<file path="src/rtl/spr_scan_pkg.sv">
package spr_scan_pkg;

  typedef enum logic [3:0] {
    SC_IDLE,
    SC_WAIT,
    SC_CHK,
    SC_RD0,
    SC_RD1,
    SC_RD2,
    SC_RD3,
    SC_EVAL,
    SC_FIN
  } scan_state_e;

  localparam int unsigned BYTE_W  = 8;
  localparam int unsigned REC_SH  = 3;   // 8-byte records
  localparam int unsigned Y_BIAS  = 128;

endpackage

</file>
<file path="src/rtl/spr_addr_gen.sv">
module spr_addr_gen #(
  parameter int unsigned IDX_W   = 7,
  parameter int unsigned VADDR_W = 16
) (
  input  logic [IDX_W-1:0]   base,
  input  logic [IDX_W-1:0]   rec_idx,
  input  logic [1:0]         byte_sel,
  output logic [VADDR_W-1:0] addr
);
  import spr_scan_pkg::*;

  localparam int unsigned SH = VADDR_W - IDX_W;

  logic [VADDR_W-1:0] base_off;
  logic [VADDR_W-1:0] rec_off;

  always_comb begin
    base_off = {base, {SH{1'b0}}};
    rec_off  = VADDR_W'({rec_idx, {REC_SH{1'b0}}});
    addr     = base_off + rec_off + VADDR_W'(byte_sel);
  end

endmodule

</file>
<file path="src/rtl/spr_entry_eval.sv">
module spr_entry_eval #(
  parameter int unsigned Y_RAW_W = 10,
  parameter int unsigned LINE_W  = 8
) (
  input  logic [7:0]         attr0,
  input  logic [7:0]         attr1,
  input  logic [7:0]         attr2,
  input  logic [LINE_W-1:0]  probe_line,
  output logic [Y_RAW_W:0]   y_pos,
  output logic               covers
);
  import spr_scan_pkg::*;

  localparam int unsigned Y_W = Y_RAW_W + 1;
  localparam int unsigned CW  = Y_RAW_W + 2;

  logic [Y_RAW_W-1:0]   raw_y;
  logic [2:0]           cells;
  logic signed [CW-1:0] y_c;
  logic signed [CW-1:0] h_c;
  logic signed [CW-1:0] line_c;
  logic signed [CW-1:0] y_end;

  always_comb begin
    raw_y  = {attr0[Y_RAW_W-9:0], attr1};
    y_pos  = Y_W'(raw_y) - Y_W'(Y_BIAS);
    y_c    = {y_pos[Y_W-1], y_pos};
    cells  = {1'b0, attr2[1:0]} + 3'd1;
    h_c    = CW'({cells, 3'b000});
    line_c = CW'(probe_line);
    y_end  = y_c + h_c;
    covers = (y_c <= line_c) && (line_c < y_end);
  end

endmodule

</file>
<file path="src/rtl/spr_slot_ctr.sv">
module spr_slot_ctr #(
  parameter int unsigned SLOT_W = 5
) (
  input  logic              clk,
  input  logic              rst_n,
  input  logic              load,
  input  logic [SLOT_W-1:0] cap_in,
  input  logic              dec,
  output logic [SLOT_W-1:0] free_cnt,
  output logic [SLOT_W-1:0] used_cnt
);

  logic [SLOT_W-1:0] cap_q, cap_n;
  logic [SLOT_W-1:0] free_q, free_n;

  always_comb begin
    cap_n  = cap_q;
    free_n = free_q;
    if (load) begin
      cap_n  = cap_in;
      free_n = cap_in;
    end else if (dec) begin
      free_n = free_q - 1'b1;
    end
  end

  always_ff @(posedge clk or negedge rst_n) begin
    if (!rst_n) begin
      cap_q  <= '0;
      free_q <= '0;
    end else begin
      cap_q  <= cap_n;
      free_q <= free_n;
    end
  end

  assign free_cnt = free_q;
  assign used_cnt = cap_q - free_q;

  p_no_underflow_r8: assert property (@(posedge clk) disable iff (!rst_n)
    (dec && !load) |-> (free_q != '0));

endmodule

</file>
<file path="src/rtl/sprite_line_scan.sv">
module sprite_line_scan #(
  parameter int unsigned IDX_W        = 7,
  parameter int unsigned LINE_W       = 8,
  parameter int unsigned VADDR_W      = 16,
  parameter int unsigned Y_RAW_W      = 10,
  parameter int unsigned SLOTS_WIDE   = 20,
  parameter int unsigned SLOTS_NARROW = 16,
  parameter int unsigned FRAME_WIDE   = 80,
  parameter int unsigned FRAME_NARROW = 64,
  parameter int unsigned PER_SLOT     = 2
) (
  input  logic                          clk,
  input  logic                          rst_n,
  input  logic                          start,
  input  logic                          wide_mode,
  input  logic [IDX_W-1:0]              table_base,
  input  logic [LINE_W-1:0]             cur_line,
  input  logic                          scan_slot,
  output logic                          vram_re,
  output logic [VADDR_W-1:0]            vram_addr,
  input  logic [7:0]                    vram_rdata,
  output logic                          slot_we,
  output logic [$clog2(SLOTS_WIDE+1)-1:0] slot_wpos,
  output logic [IDX_W-1:0]              slot_index,
  output logic [Y_RAW_W:0]              slot_y,
  output logic [7:0]                    slot_size,
  output logic [$clog2(SLOTS_WIDE+1)-1:0] hit_count,
  output logic                          done
);
  import spr_scan_pkg::*;

  localparam int unsigned SLOT_W = $clog2(SLOTS_WIDE + 1);
  localparam int unsigned LIM_W  = IDX_W + 1;
  localparam int unsigned PS_W   = $clog2(PER_SLOT + 1);

  scan_state_e         state_q, state_n;
  logic [IDX_W-1:0]    idx_q, idx_n;
  logic [PS_W-1:0]     in_slot_q, in_slot_n;
  logic [7:0]          a0_q, a0_n, a1_q, a1_n, a2_q, a2_n;
  logic [IDX_W-1:0]    base_q;
  logic [LINE_W-1:0]   probe_q;
  logic                wide_q;

  logic [1:0]          byte_sel;
  logic                rd_en;
  logic                hit_we;
  logic                covers;
  logic [Y_RAW_W:0]    y_pos;
  logic [LIM_W-1:0]    frame_lim;
  logic [SLOT_W-1:0]   cap_sel;
  logic [SLOT_W-1:0]   free_cnt;
  logic [SLOT_W-1:0]   used_cnt;
  logic [IDX_W-1:0]    link;

  // Configuration latched at start
  always_ff @(posedge clk or negedge rst_n) begin
    if (!rst_n) begin
      base_q  <= '0;
      probe_q <= '0;
      wide_q  <= 1'b0;
    end else if (start) begin
      base_q  <= table_base;
      probe_q <= cur_line + 1'b1;
      wide_q  <= wide_mode;
    end
  end

  assign frame_lim = wide_q    ? LIM_W'(FRAME_WIDE) : LIM_W'(FRAME_NARROW);
  assign cap_sel   = wide_mode ? SLOT_W'(SLOTS_WIDE) : SLOT_W'(SLOTS_NARROW);
  assign link      = vram_rdata[IDX_W-1:0];

  spr_addr_gen #(.IDX_W(IDX_W), .VADDR_W(VADDR_W)) u_addr (
    .base     (base_q),
    .rec_idx  (idx_q),
    .byte_sel (byte_sel),
    .addr     (vram_addr)
  );

  spr_entry_eval #(.Y_RAW_W(Y_RAW_W), .LINE_W(LINE_W)) u_eval (
    .attr0      (a0_q),
    .attr1      (a1_q),
    .attr2      (a2_q),
    .probe_line (probe_q),
    .y_pos      (y_pos),
    .covers     (covers)
  );

  spr_slot_ctr #(.SLOT_W(SLOT_W)) u_slots (
    .clk      (clk),
    .rst_n    (rst_n),
    .load     (start),
    .cap_in   (cap_sel),
    .dec      (hit_we),
    .free_cnt (free_cnt),
    .used_cnt (used_cnt)
  );

  // Next-state logic
  always_comb begin
    state_n   = state_q;
    idx_n     = idx_q;
    in_slot_n = in_slot_q;
    a0_n      = a0_q;
    a1_n      = a1_q;
    a2_n      = a2_q;
    rd_en     = 1'b0;
    byte_sel  = 2'd0;
    hit_we    = 1'b0;
    unique case (state_q)
      SC_WAIT: begin
        if (scan_slot) begin
          state_n   = SC_CHK;
          in_slot_n = '0;
        end
      end
      SC_CHK: begin
        if ({1'b0, idx_q} >= frame_lim) begin
          idx_n   = '0;
          state_n = SC_FIN;
        end else begin
          state_n = SC_RD0;
        end
      end
      SC_RD0: begin
        rd_en    = 1'b1;
        byte_sel = 2'd0;
        state_n  = SC_RD1;
      end
      SC_RD1: begin
        rd_en    = 1'b1;
        byte_sel = 2'd1;
        a0_n     = vram_rdata;
        state_n  = SC_RD2;
      end
      SC_RD2: begin
        rd_en    = 1'b1;
        byte_sel = 2'd2;
        a1_n     = vram_rdata;
        state_n  = SC_RD3;
      end
      SC_RD3: begin
        rd_en    = 1'b1;
        byte_sel = 2'd3;
        a2_n     = vram_rdata;
        state_n  = SC_EVAL;
      end
      SC_EVAL: begin
        hit_we    = covers && !start;
        idx_n     = link;
        in_slot_n = in_slot_q + 1'b1;
        if ((link == '0) || (covers && (free_cnt == SLOT_W'(1))))
          state_n = SC_FIN;
        else if (in_slot_n == PS_W'(PER_SLOT))
          state_n = SC_WAIT;
        else
          state_n = SC_CHK;
      end
      default: ;
    endcase
    if (start) begin
      state_n   = SC_WAIT;
      idx_n     = '0;
      in_slot_n = '0;
    end
  end

  always_ff @(posedge clk or negedge rst_n) begin
    if (!rst_n) begin
      state_q   <= SC_IDLE;
      idx_q     <= '0;
      in_slot_q <= '0;
      a0_q      <= '0;
      a1_q      <= '0;
      a2_q      <= '0;
    end else begin
      state_q   <= state_n;
      idx_q     <= idx_n;
      in_slot_q <= in_slot_n;
      a0_q      <= a0_n;
      a1_q      <= a1_n;
      a2_q      <= a2_n;
    end
  end

  assign vram_re    = rd_en;
  assign slot_we    = hit_we;
  assign slot_wpos  = free_cnt - 1'b1;
  assign slot_index = idx_q;
  assign slot_y     = y_pos;
  assign slot_size  = a2_q;
  assign hit_count  = used_cnt;
  assign done       = (state_q == SC_FIN);

  // Checker state: records opened since the last accepted scan slot
  logic [PS_W:0] rd_since_q;
  always_ff @(posedge clk or negedge rst_n) begin
    if (!rst_n)
      rd_since_q <= '0;
    else if (start || (state_q == SC_WAIT && scan_slot))
      rd_since_q <= '0;
    else if (vram_re && vram_addr[2:0] == 3'd0)
      rd_since_q <= rd_since_q + 1'b1;
  end

  p_slot_budget_r6: assert property (@(posedge clk) disable iff (!rst_n)
    rd_since_q <= (PS_W+1)'(PER_SLOT));

  p_frame_limit_r9: assert property (@(posedge clk) disable iff (!rst_n)
    vram_re |-> ({1'b0, idx_q} < frame_lim));

  p_done_quiet_r8: assert property (@(posedge clk) disable iff (!rst_n)
    done |-> (!vram_re && !slot_we));

  p_addr_in_rec_r2: assert property (@(posedge clk) disable iff (!rst_n)
    vram_re |-> (vram_addr[2] == 1'b0));

  p_count_step_r10: assert property (@(posedge clk) disable iff (!rst_n)
    (slot_we && !start) |=> (hit_count == $past(hit_count) + 1'b1));

  p_done_hold_r10: assert property (@(posedge clk) disable iff (!rst_n)
    (done && !start) |=> done);

endmodule

</file>
<file path="config.mk">
export PLATFORM = sky130hd
export DESIGN_NAME = sprite_line_scan
export DESIGN_NICKNAME = d
export VERILOG_FILES = /design/src/rtl/spr_scan_pkg.sv /design/src/rtl/spr_addr_gen.sv /design/src/rtl/spr_entry_eval.sv /design/src/rtl/spr_slot_ctr.sv /design/src/rtl/sprite_line_scan.sv
export SDC_FILE = /design/constraint.sdc
export NUM_CORES = 1
export LEC_CHECK = 0
export ABC_AREA = 1
export ABC_CLOCK_PERIOD_IN_PS = 5200
export CORE_MARGIN = 2
export CORE_UTILIZATION = 30
export DETAILED_ROUTE_END_ITERATION = 10
export PLACE_DENSITY_LB_ADDON = 0.2
export SYNTH_ARGS = -nofsm -noshare
export SYNTH_HDL_FRONTEND = slang
export SYNTH_SLANG_ARGS = --single-unit
</file>
<file path="constraint.sdc">
create_clock -name clk -period 5.2 [get_ports clk]
set_input_delay 0.78 -clock clk [delete_from_list [all_inputs] [get_ports clk]]
set_output_delay 0.78 -clock clk [all_outputs]
set_load 0.03 [all_outputs]
</file>
==> flow_metrics.tcl, run 1 <==
set metrics [dict create \
    grt_max_degree 54 \
    cp_max_fo 5 \
    critPathRequiredTime_ps 4420 \
    final_antenna_net_count 0 \
    gp_congestion 0.853 \
    fp.dieW_um 111 \
    cts_buffer_depth 2 \
    mostFrequentLayoutCell "nand2_1" \
    final_cell_count_no_fill 655 \
    cts_tree "done" \
    crit_family "adder cells" \
    placed_area_um2 4320 \
    synth_area_per_cell_um2 7.82 \
    cts_hold_buf 0 \
    synth.largest_area_cell "dfrtp_1" \
    regArea_um2 1330 \
    grt_pass1_vias 3086 \
    p_clk_share_pct 14.7 \
    grt_use_total_pct 14.9 \
    whs_endpoint "base_q[0]$_DFFE_PN0P_" \
    final.setup.tns_ps 0 \
    rsz0062_at_grt "no" \
    vdd_drop_max_mv 0.331 \
    period_needed_ps 4590 \
    cts.sinks 53 \
    post_cts_resized 0 \
    crit_chain "ha_1 > inv_1 > fa_1 > inv_1 > nand3_1 > nand2_1 > xor2_1 > ha_1 > a21o_1 > nor2_1 > nand2_1 > nand3_1 > nor2_1 > nor2_2 > nand3_4 > inv_4 > clkdlybuf4s50_1" \
    htree_levels 2 \
    start_util_pct 30.6 \
    core_area_um2 11300 \
    rr_worst_depth 19 \
    io_buffers 81 \
    numCtsBuffers 5 \
    antenna_found_initial 0 \
    drive_gt1_share_pct 6.84 \
    drtIter0Drc 157 \
    min_path_cells 2 \
    p_leak_uw 0.00215 \
    cell_internal_pwr_uw 1260 \
    dpl.hpwl_um 6850 \
    p_switching_uw 1110 \
    cp-end-kind "primary output" \
    power_density_nw_per_um2 529 \
    n_antenna_cell 0 \
    fmax_mhz 218 \
    ys_warn_count 0 \
    syn-cell-area_um2 3460 \
    num_rows 39 \
    hold_viol 0 \
    dp_cells 647 \
    fillers 1166 \
    syn-num-nets 502 \
    ioPinCount 83 \
    post-cts-setup-buffers 0 \
    rrSetupSlack_ps 2070 \
    seq_area_frac_synth_pct 38.3 \
    combPwrFrac_pct 58.5 \
    setup_violations 0 \
    crit_buf_inv 4 \
    worst_slew_pin_slew_ps 682 \
    clk_latency_ps 290 \
    timing.final.crit_share_pct 88.3 \
    synthDistinctLibCells 35 \
    cp_slowest_cell "clkdlybuf4s50_1" \
    fin_skew_ps 6.23 \
    async_flop_share_pct 100 \
    synth-edff-count 0 \
    die_h_um 111 \
    worst-setup-path-type "flip-flop to primary output" \
    seqPwrFrac_pct 26.8 \
    netlist_instances 443 \
    relSlewSlack_pct 54.5 \
    vias 2982 \
    clk_pin_slew_ps 60 \
    finish.utilization_pct 39.6 \
    outcome "finished, final reports clean" \
    ys_ff_latch 53 \
    drc 0 \
    min_path_type "flip-flop to flip-flop" \
    r2r_start "slot_size[0]$_DFFE_PN0P_" \
    drv_slew 0 \
    p_sw_share_pct 46.9 \
    ctsRootBufferMaster "clkbuf_16" \
    multi_input_area_um2 1740 \
    synthFlopType "dfrtp_1" \
    grt_pass1_wl_um 15300 \
    yosysTopAreaCellShare_pct 38.3 \
    viasPerCell 4.55 \
    grt.overflow.total 0 \
    maxCapViolCount 0 \
    synth_area_leaders "dfrtp_1 38%, nand2_1 12%, ha_1 11%, inv_1 6.5%, o21ai_0 4.9%" \
    die_area_um2 12400 \
    final_cell_mix "109 x nand2_1, 80 x clkdlybuf4s50_1, 60 x inv_1" \
    arrival_ps 3810 \
    hold_start "base_q[0]$_DFFE_PN0P_" \
    wl_per_cell_um 13.3 \
    drt-total-wl_um 8710 \
    slowest_delay_ps 680 \
    drtPass1Iterations 4 \
    syn2layout_area_growth_pct 29.3 \
    timing.hold.ws_ps 480 \
    final_cell_area_um2 4480 \
    fin_nets 570 \
    critPathLaunchType "flip-flop" \
    r2r_end "u_slots.free_cnt[3]$_DFFE_PN0P_" \
]
-- cells in the mapped netlist, types with 2 or more instances --
library cell,instances
buf_4,15
inv_1,60
nor2_2,3
nand3_1,25
nand3_2,3
nand4_1,9
xor2_1,14
inv_2,7
a21o_1,2
ha_1,30
nor3_1,2
nor2_1,29
o22ai_1,8
nand2_2,3
a31oi_1,2
dfrtp_1,53
xnor2_1,3
o21ai_1,3
nor2_4,4
a21oi_1,8
nand2_1,109
clkbuf_1,5
o21ai_0,34
-- kinds of logic (layout without fill, tap and decap cells) --
logic type / Yosys count / count (layout) / synth area share [%]
compound gates: 59 / 59 / 9.21
xor+xnor: 17 / 17 / 4.30
fa+ha+maj: 31 / 31 / 11.4
buf+inv: 90 / 159 / 11.5
flops: 53 / 53 / 38.3
other cells: 1 / 1 / 0.108
simple gates: 192 / 192 / 25.1
-- tightest hold or removal path: cells and delay by family, from the launching register on --
kind / cells / cell delay (ps)
AND/OR/NAND/NOR: 2 / 100
flip-flops: 1 / 350
-- how the worst max path moves through the flow --
stage                        startpoint       to  cells past startpoint
2_1_floorplan  slot_size[0]$_DFFE_PN0P_  slot_we                     16
3_3_place_gp   slot_size[0]$_DFFE_PN0P_  slot_we                     17
3_5_place_dp   slot_size[0]$_DFFE_PN0P_  slot_we                     17
4_1_cts        slot_size[0]$_DFFE_PN0P_  slot_we                     17
5_1_grt        slot_size[0]$_DFFE_PN0P_  slot_we                     17
6_report       slot_size[0]$_DFFE_PN0P_  slot_we                     17
-- state kept, by name, summed over array words and instances (netlist names) --
register and flops:
slot_size 8, a0_q 2, base_q 7, u_slots.cap_q 2, slot_index 7, a1_q 8
u_slots.free_cnt 5, probe_q 8, state_q 4, in_slot_q 2
-- layout make-up --
class	instances	area share (%)
Clock buffer	7	3.41
Clock inverter	1	0.112
Inverter	68	5.75
Multi-Input combinational cell	300	38.8
Sequential cell	53	29.6
Tap cell	143	3.99
Timing Repair Buffer	83	18.3
-- per-layer routing --
metal | global-route usage [%] | routed length (µm)
met1 | 20.3 | 4160
met2 | 24.8 | 4110
met3 | 2.56 | 322
met4 | 3.87 | 114
met5 | 0 | 0
-- power by group through the flow --
| stage | Clock (µW) | Sequential [µW] | Combinational, µW |
|---|---|---|---|
| 2_1_floorplan | 0 | 671 | 918 |
| 3_3_place_gp | 0 | 642 | 1380 |
| 3_5_place_dp | 0 | 646 | 1390 |
| 4_1_cts | 356 | 639 | 1400 |
| 5_1_grt | 374 | 656 | 1560 |
| 6_report | 347 | 635 | 1390 |
-- per-stage QoR --
stage	setup slack [ps]	total power [µW]
after floorplan	1680	1590
after global placement	1010	2020
after detailed placement	934	2040
after CTS	597	2400
after global routing	306	2590
final	608	2370
Power figures use the tool's default switching activity.
==> run 2: changes to the inputs <==
--- a/config.mk
+++ b/config.mk
@@ -13,4 +13,5 @@
 export PLACE_DENSITY_LB_ADDON = 0.2
 export SYNTH_ARGS = -nofsm -noshare
 export SYNTH_HDL_FRONTEND = slang
+export SYNTH_HIERARCHICAL = 1
 export SYNTH_SLANG_ARGS = --single-unit
==> constraint.sdc (replaced) <==
create_clock -name clk -period 5.2 [get_ports clk]
set_input_delay 0.78 -clock clk [delete_from_list [all_inputs] [get_ports clk]]
set_output_delay 0.78 -clock clk [all_outputs]
set_load 0.05 [all_outputs]
==> run 2 against run 1 <==
Area after synthesis rose by 14%. Critical endpoint unchanged. Global-route usage barely moved. Sequential share of layout area fell by 2.0 points. Largest cell class unchanged.
==> flow_metrics.tcl, run 2 <==
set metrics [dict create \
    ys_warn_count 6 \
    drt-total-wl_um 9860 \
    fp.dieW_um 119 \
    post-cts-setup-buffers 0 \
    core_area_um2 12700 \
    crit_buf_inv 4 \
    netlist_instances 518 \
    ctsRootBufferMaster "clkbuf_16" \
    cts_buffer_depth 2 \
    post_cts_resized 0 \
    cts_tree "done" \
    clk_latency_ps 330 \
    vias 3395 \
    min_path_cells 2 \
    critPathLaunchType "flip-flop" \
    dpl.hpwl_um 7550 \
    outcome "finished, final reports clean" \
    regArea_um2 1430 \
    critPathRequiredTime_ps 4420 \
    htree_levels 3 \
    start_util_pct 31.1 \
    num_rows 41 \
    period_needed_ps 4570 \
    p_leak_uw 0.00257 \
    drc 0 \
    final_cell_mix "147 x nand2_1, 79 x clkdlybuf4s50_1, 71 x inv_1" \
    drive_gt1_share_pct 9.88 \
    fmax_mhz 219 \
    placed_area_um2 4840 \
    final_antenna_net_count 0 \
    cts_hold_buf 0 \
    whs_endpoint "base_q[6]$_DFFE_PN0P_" \
    worst-setup-path-type "flip-flop to primary output" \
    clk_pin_slew_ps 50 \
    cpMostUsedCell "nor2_1" \
    die_h_um 119 \
    fin_skew_ps 5.06 \
    viasPerCell 4.41 \
    grt_pass1_vias 3438 \
    syn2layout_area_growth_pct 30.6 \
    hold_start "base_q[6]$_DFFE_PN0P_" \
    antenna_found_initial 0 \
    vdd_drop_max_mv 0.220 \
    relSlewSlack_pct 50.0 \
    crit_family "adder cells" \
    setup_violations 0 \
    arrival_ps 3790 \
    fin_nets 656 \
    gp_congestion 0.818 \
    slowest_delay_ps 430 \
    grt.overflow.total 0 \
    drtIter0Drc 146 \
    final.setup.tns_ps 0 \
    r2r_start "slot_size[0]$_DFFE_PN0P_" \
    timing.final.crit_share_pct 88.0 \
    hold_viol 0 \
    n_antenna_cell 0 \
    cp_slowest_cell "fa_1" \
    cp_max_fo 4 \
    syn-cell-area_um2 3950 \
    cts.sinks 57 \
    r2r_end "u_slots/free_cnt[3]$_DFFE_PN0P_" \
    die_area_um2 14100 \
    grt_max_degree 58 \
    cp-end-kind "primary output" \
    crit_chain "ha_1 > inv_1 > fa_1 > inv_1 > nand3_1 > nand2_1 > xor2_1 > ha_1 > a21o_1 > nor2_1 > nand2_1 > nand4_1 > nor2_1 > nor2_1 > nand2_1 > nor2_1 > buf_4 > dlymetal6s2s_1" \
    multi_input_area_um2 2050 \
    final_cell_area_um2 5160 \
    grt_use_total_pct 14.9 \
    drtPass1Iterations 4 \
    rsz0062_at_grt "no" \
    min_path_type "flip-flop to flip-flop" \
    rrSetupSlack_ps 1790 \
    rr_worst_depth 20 \
    mostFrequentLayoutCell "nand2_1" \
    worst_slew_pin_slew_ps 750 \
    drv_slew 0 \
    fillers 1344 \
    maxCapViolCount 0 \
    ioPinCount 83 \
    numCtsBuffers 9 \
    io_buffers 81 \
    synth_area_per_cell_um2 7.63 \
    wl_per_cell_um 12.8 \
    grt_pass1_wl_um 16900 \
    power_density_nw_per_um2 561 \
]
[run 2: power by group]
part	switching, µW	internal, µW	total, µW	leakage [µW]
sequential	135	549	684	0.000709
combinational	1030	549	1580	0.00172
clock	215	418	633	0.000144
total	1380	1520	2900	0.00257
[run 2: worst register-to-register path, stage by stage (launching register included)]
cell and delay, ps:
dfrtp_1 400, ha_1 320, inv_1 60, fa_1 430, inv_1 70, nand3_1 70
nand2_1 140, xor2_1 190, ha_1 280, a21o_1 190, nor2_1 90, nand2_1 60
nand4_1 90, nor2_1 50, nor2_1 250, nand2_1 90, nor2_1 120, buf_4 160
nor2_4 50, a21boi_1 130, nand2_1 70
[run 2: per-layer routing]
metal | up-vias | global-route usage [%] | wire, µm
li1 | 1761 | - | -
met5 | - | 0 | 0
met2 | 56 | 24.9 | 4770
met1 | 1564 | 19.3 | 4650
met3 | 14 | 3.33 | 295
met4 | 0 | 4.24 | 144
[run 2: metrics by stage]
stage          hold slack, ps  worst slack, ps  instances  power (µW)  util [%]
4_1_cts                   477              223        769        2920      40.6
5_1_grt                   499              378        769        3110      40.6
3_5_place_dp              463              599        753        2270      38.1
6_report                  470              625        769        2900      40.6
2_1_floorplan             442              907        520        1840         -
3_3_place_gp              458              730        753        2240      38.1
[run 2: cell type report]
| type | count | share of cell area, % |
|---|---|---|
| tap | 172 | 4.17 |
| clock buffer | 9 | 4.36 |
| timing repair buffer | 85 | 16.2 |
| clock inverter | 7 | 1.84 |
| sequential | 57 | 27.6 |
| multi-input combinational | 358 | 39.8 |
| inverter | 81 | 5.98 |
[run 2: worst max path at each step]
stage | endpoint | depth (start not counted) | startpoint
final | slot_we | 18 | slot_size[0]$_DFFE_PN0P_
after global placement | slot_we | 18 | slot_size[0]$_DFFE_PN0P_
after floorplan | slot_we | 16 | slot_size[0]$_DFFE_PN0P_
after global routing | slot_we | 18 | slot_size[0]$_DFFE_PN0P_
after CTS | slot_we | 18 | slot_size[0]$_DFFE_PN0P_
after detailed placement | slot_we | 18 | slot_size[0]$_DFFE_PN0P_
==> run 3: changes to the inputs <==
--- a/config.mk
+++ b/config.mk
@@ -9,6 +9,7 @@
 export ABC_CLOCK_PERIOD_IN_PS = 5200
 export CORE_MARGIN = 2
 export CORE_UTILIZATION = 30
+export CTS_BUF_LIST = sky130_fd_sc_hd__clkbuf_4
 export DETAILED_ROUTE_END_ITERATION = 10
 export PLACE_DENSITY_LB_ADDON = 0.2
 export SYNTH_ARGS = -nofsm -noshare
==> run 3 against run 2 <==
Sequential share of layout area is 0.87 points higher. Fmax is 2.5% lower. Non-clock buffer count stayed put. Via count hardly changed. Largest power group unchanged.
==> flow_metrics.tcl, run 3 (synthesis gave the netlist of run 2 again) <==
set metrics [dict create \
    outcome "finished, final reports clean" \
    critPathLaunchType "flip-flop" \
    post-cts-setup-buffers 0 \
    rsz0062_at_grt "no" \
    fin_skew_ps 18.8 \
    cp-end-kind "primary output" \
    drtIter0Drc 136 \
    hold_start "base_q[6]$_DFFE_PN0P_" \
    cell_internal_pwr_uw 1290 \
    power_density_nw_per_um2 528 \
    worst_slew_pin_slew_ps 751 \
    combPwrFrac_pct 59.8 \
    clk_latency_ps 420 \
    grt.overflow.total 0 \
    p_switching_uw 1350 \
    grt_pass1_vias 3441 \
    cts.sinks 57 \
    fmax_mhz 213 \
    gp_congestion 0.818 \
    crit_chain "ha_1 > inv_1 > fa_1 > inv_1 > nand3_1 > nand2_1 > xor2_1 > ha_1 > a21o_1 > nor2_1 > nand2_1 > nand4_1 > nor2_1 > nor2_1 > nand2_1 > nor2_1 > buf_4 > dlymetal6s2s_1" \
    min_path_cells 2 \
    grt_pass1_wl_um 16800 \
    p_sw_share_pct 51.2 \
    r2r_start "slot_size[0]$_DFFE_PN0P_" \
    relSlewSlack_pct 50.0 \
    rrSetupSlack_ps 1770 \
    final.setup.tns_ps 0 \
    timing.hold.ws_ps 484 \
    rr_worst_depth 20 \
    syn2layout_area_growth_pct 26.7 \
    whs_endpoint "base_q[6]$_DFFE_PN0P_" \
    p_leak_uw 0.00250 \
    critPathRequiredTime_ps 4420 \
    worst-setup-path-type "flip-flop to primary output" \
    grt_use_total_pct 14.9 \
    timing.final.crit_share_pct 90.2 \
    hold_viol 0 \
    maxCapViolCount 0 \
    fin_ws_ps 509 \
    post_cts_resized 0 \
    period_needed_ps 4690 \
    slowest_delay_ps 430 \
    cts_tree "done" \
    fillers 1363 \
    dp_slack_ps 599 \
    num_rows 41 \
    cpMostUsedCell "nor2_1" \
    fp.dieW_um 119 \
    min_path_type "flip-flop to flip-flop" \
    mostFrequentLayoutCell "nand2_1" \
    dpl.hpwl_um 7550 \
    numCtsBuffers 9 \
    start_util_pct 31.1 \
    drv_slew 0 \
    final_cell_mix "147 x nand2_1, 79 x clkdlybuf4s50_1, 71 x inv_1" \
    vdd_drop_max_mv 0.204 \
    cp_slowest_cell "fa_1" \
    drc 0 \
    wl_per_cell_um 12.8 \
    die_area_um2 14100 \
    seqPwrFrac_pct 25.8 \
    n_antenna_cell 0 \
    cp_max_fo 4 \
    cts_hold_buf 0 \
    drive_gt1_share_pct 9.88 \
    io_buffers 81 \
    htree_levels 3 \
    ctsRootBufferMaster "clkbuf_4" \
    ioPinCount 83 \
    grt_max_degree 58 \
    drt-total-wl_um 9810 \
    drtPass1Iterations 4 \
    viasPerCell 4.41 \
    fin_nets 656 \
    cts_buffer_depth 2 \
    dp_cells 753 \
    clk_pin_slew_ps 110 \
    setup_violations 0 \
    vias 3392 \
    antenna_found_initial 0 \
    arrival_ps 3910 \
    startpoint "slot_size[0]$_DFFE_PN0P_" \
    r2r_end "u_slots/free_cnt[4]$_DFFE_PN0P_" \
    p_clk_share_pct 14.4 \
    final_antenna_net_count 0 \
    core_area_um2 12700 \
    die_h_um 119 \
    final_cell_count_no_fill 769 \
]
[run 3: layout make-up]
type / instances / area (µm²) / share of cell area [%]
multi-input cells: 358 / 2050 / 41.0
flip-flops and latches: 57 / 1430 / 28.5
repair buffers: 85 / 838 / 16.7
inverters: 81 / 309 / 6.17
well taps: 172 / 215 / 4.30
clock inverters: 7 / 95.1 / 1.90
clock buffers: 9 / 67.6 / 1.35
[run 3: stage by stage]
step	total power [µW]	util [%]	cell area, µm²
detailed placement	2270	38.1	4840
global placement	2240	38.1	4840
finish	2640	39.3	5010
floorplan	1840	-	3960
CTS	2660	39.3	5000
global route	2850	39.3	5010
[run 3: worst max path at each step]
stage	endpoint	slack [ps]	cells after the start
floorplan	slot_we	910	16
global placement	slot_we	730	18
detailed placement	slot_we	600	18
CTS	slot_we	90	18
global route	slot_we	230	18
finish	slot_we	510	18
[run 3: routing by layer]
layer  GRT usage [%]  share of wire, %  up-vias
met5               0                 0        -
met4            5.58               1.3        0
met3            2.90               2.9       16
met2            24.8                49       61
met1            19.2                47     1548
li1                -                 -     1767
[run 3: critical path: cells and delay by family (launching register included)]
kind / cells / cell delay (ps)
flops: 1 / 420
simple gates: 9 / 980
xor+xnor: 1 / 190
compound gates: 1 / 190
buf+inv: 4 / 710
fa+ha+maj: 3 / 1020
[run 3: power groups by stage]
stage / combinational [µW] / sequential, µW / clock, µW
2_1_floorplan: 1060 / 782 / 0
3_3_place_gp: 1550 / 689 / 0
3_5_place_dp: 1580 / 694 / 0
4_1_cts: 1580 / 686 / 392
5_1_grt: 1730 / 702 / 413
6_report: 1580 / 682 / 380
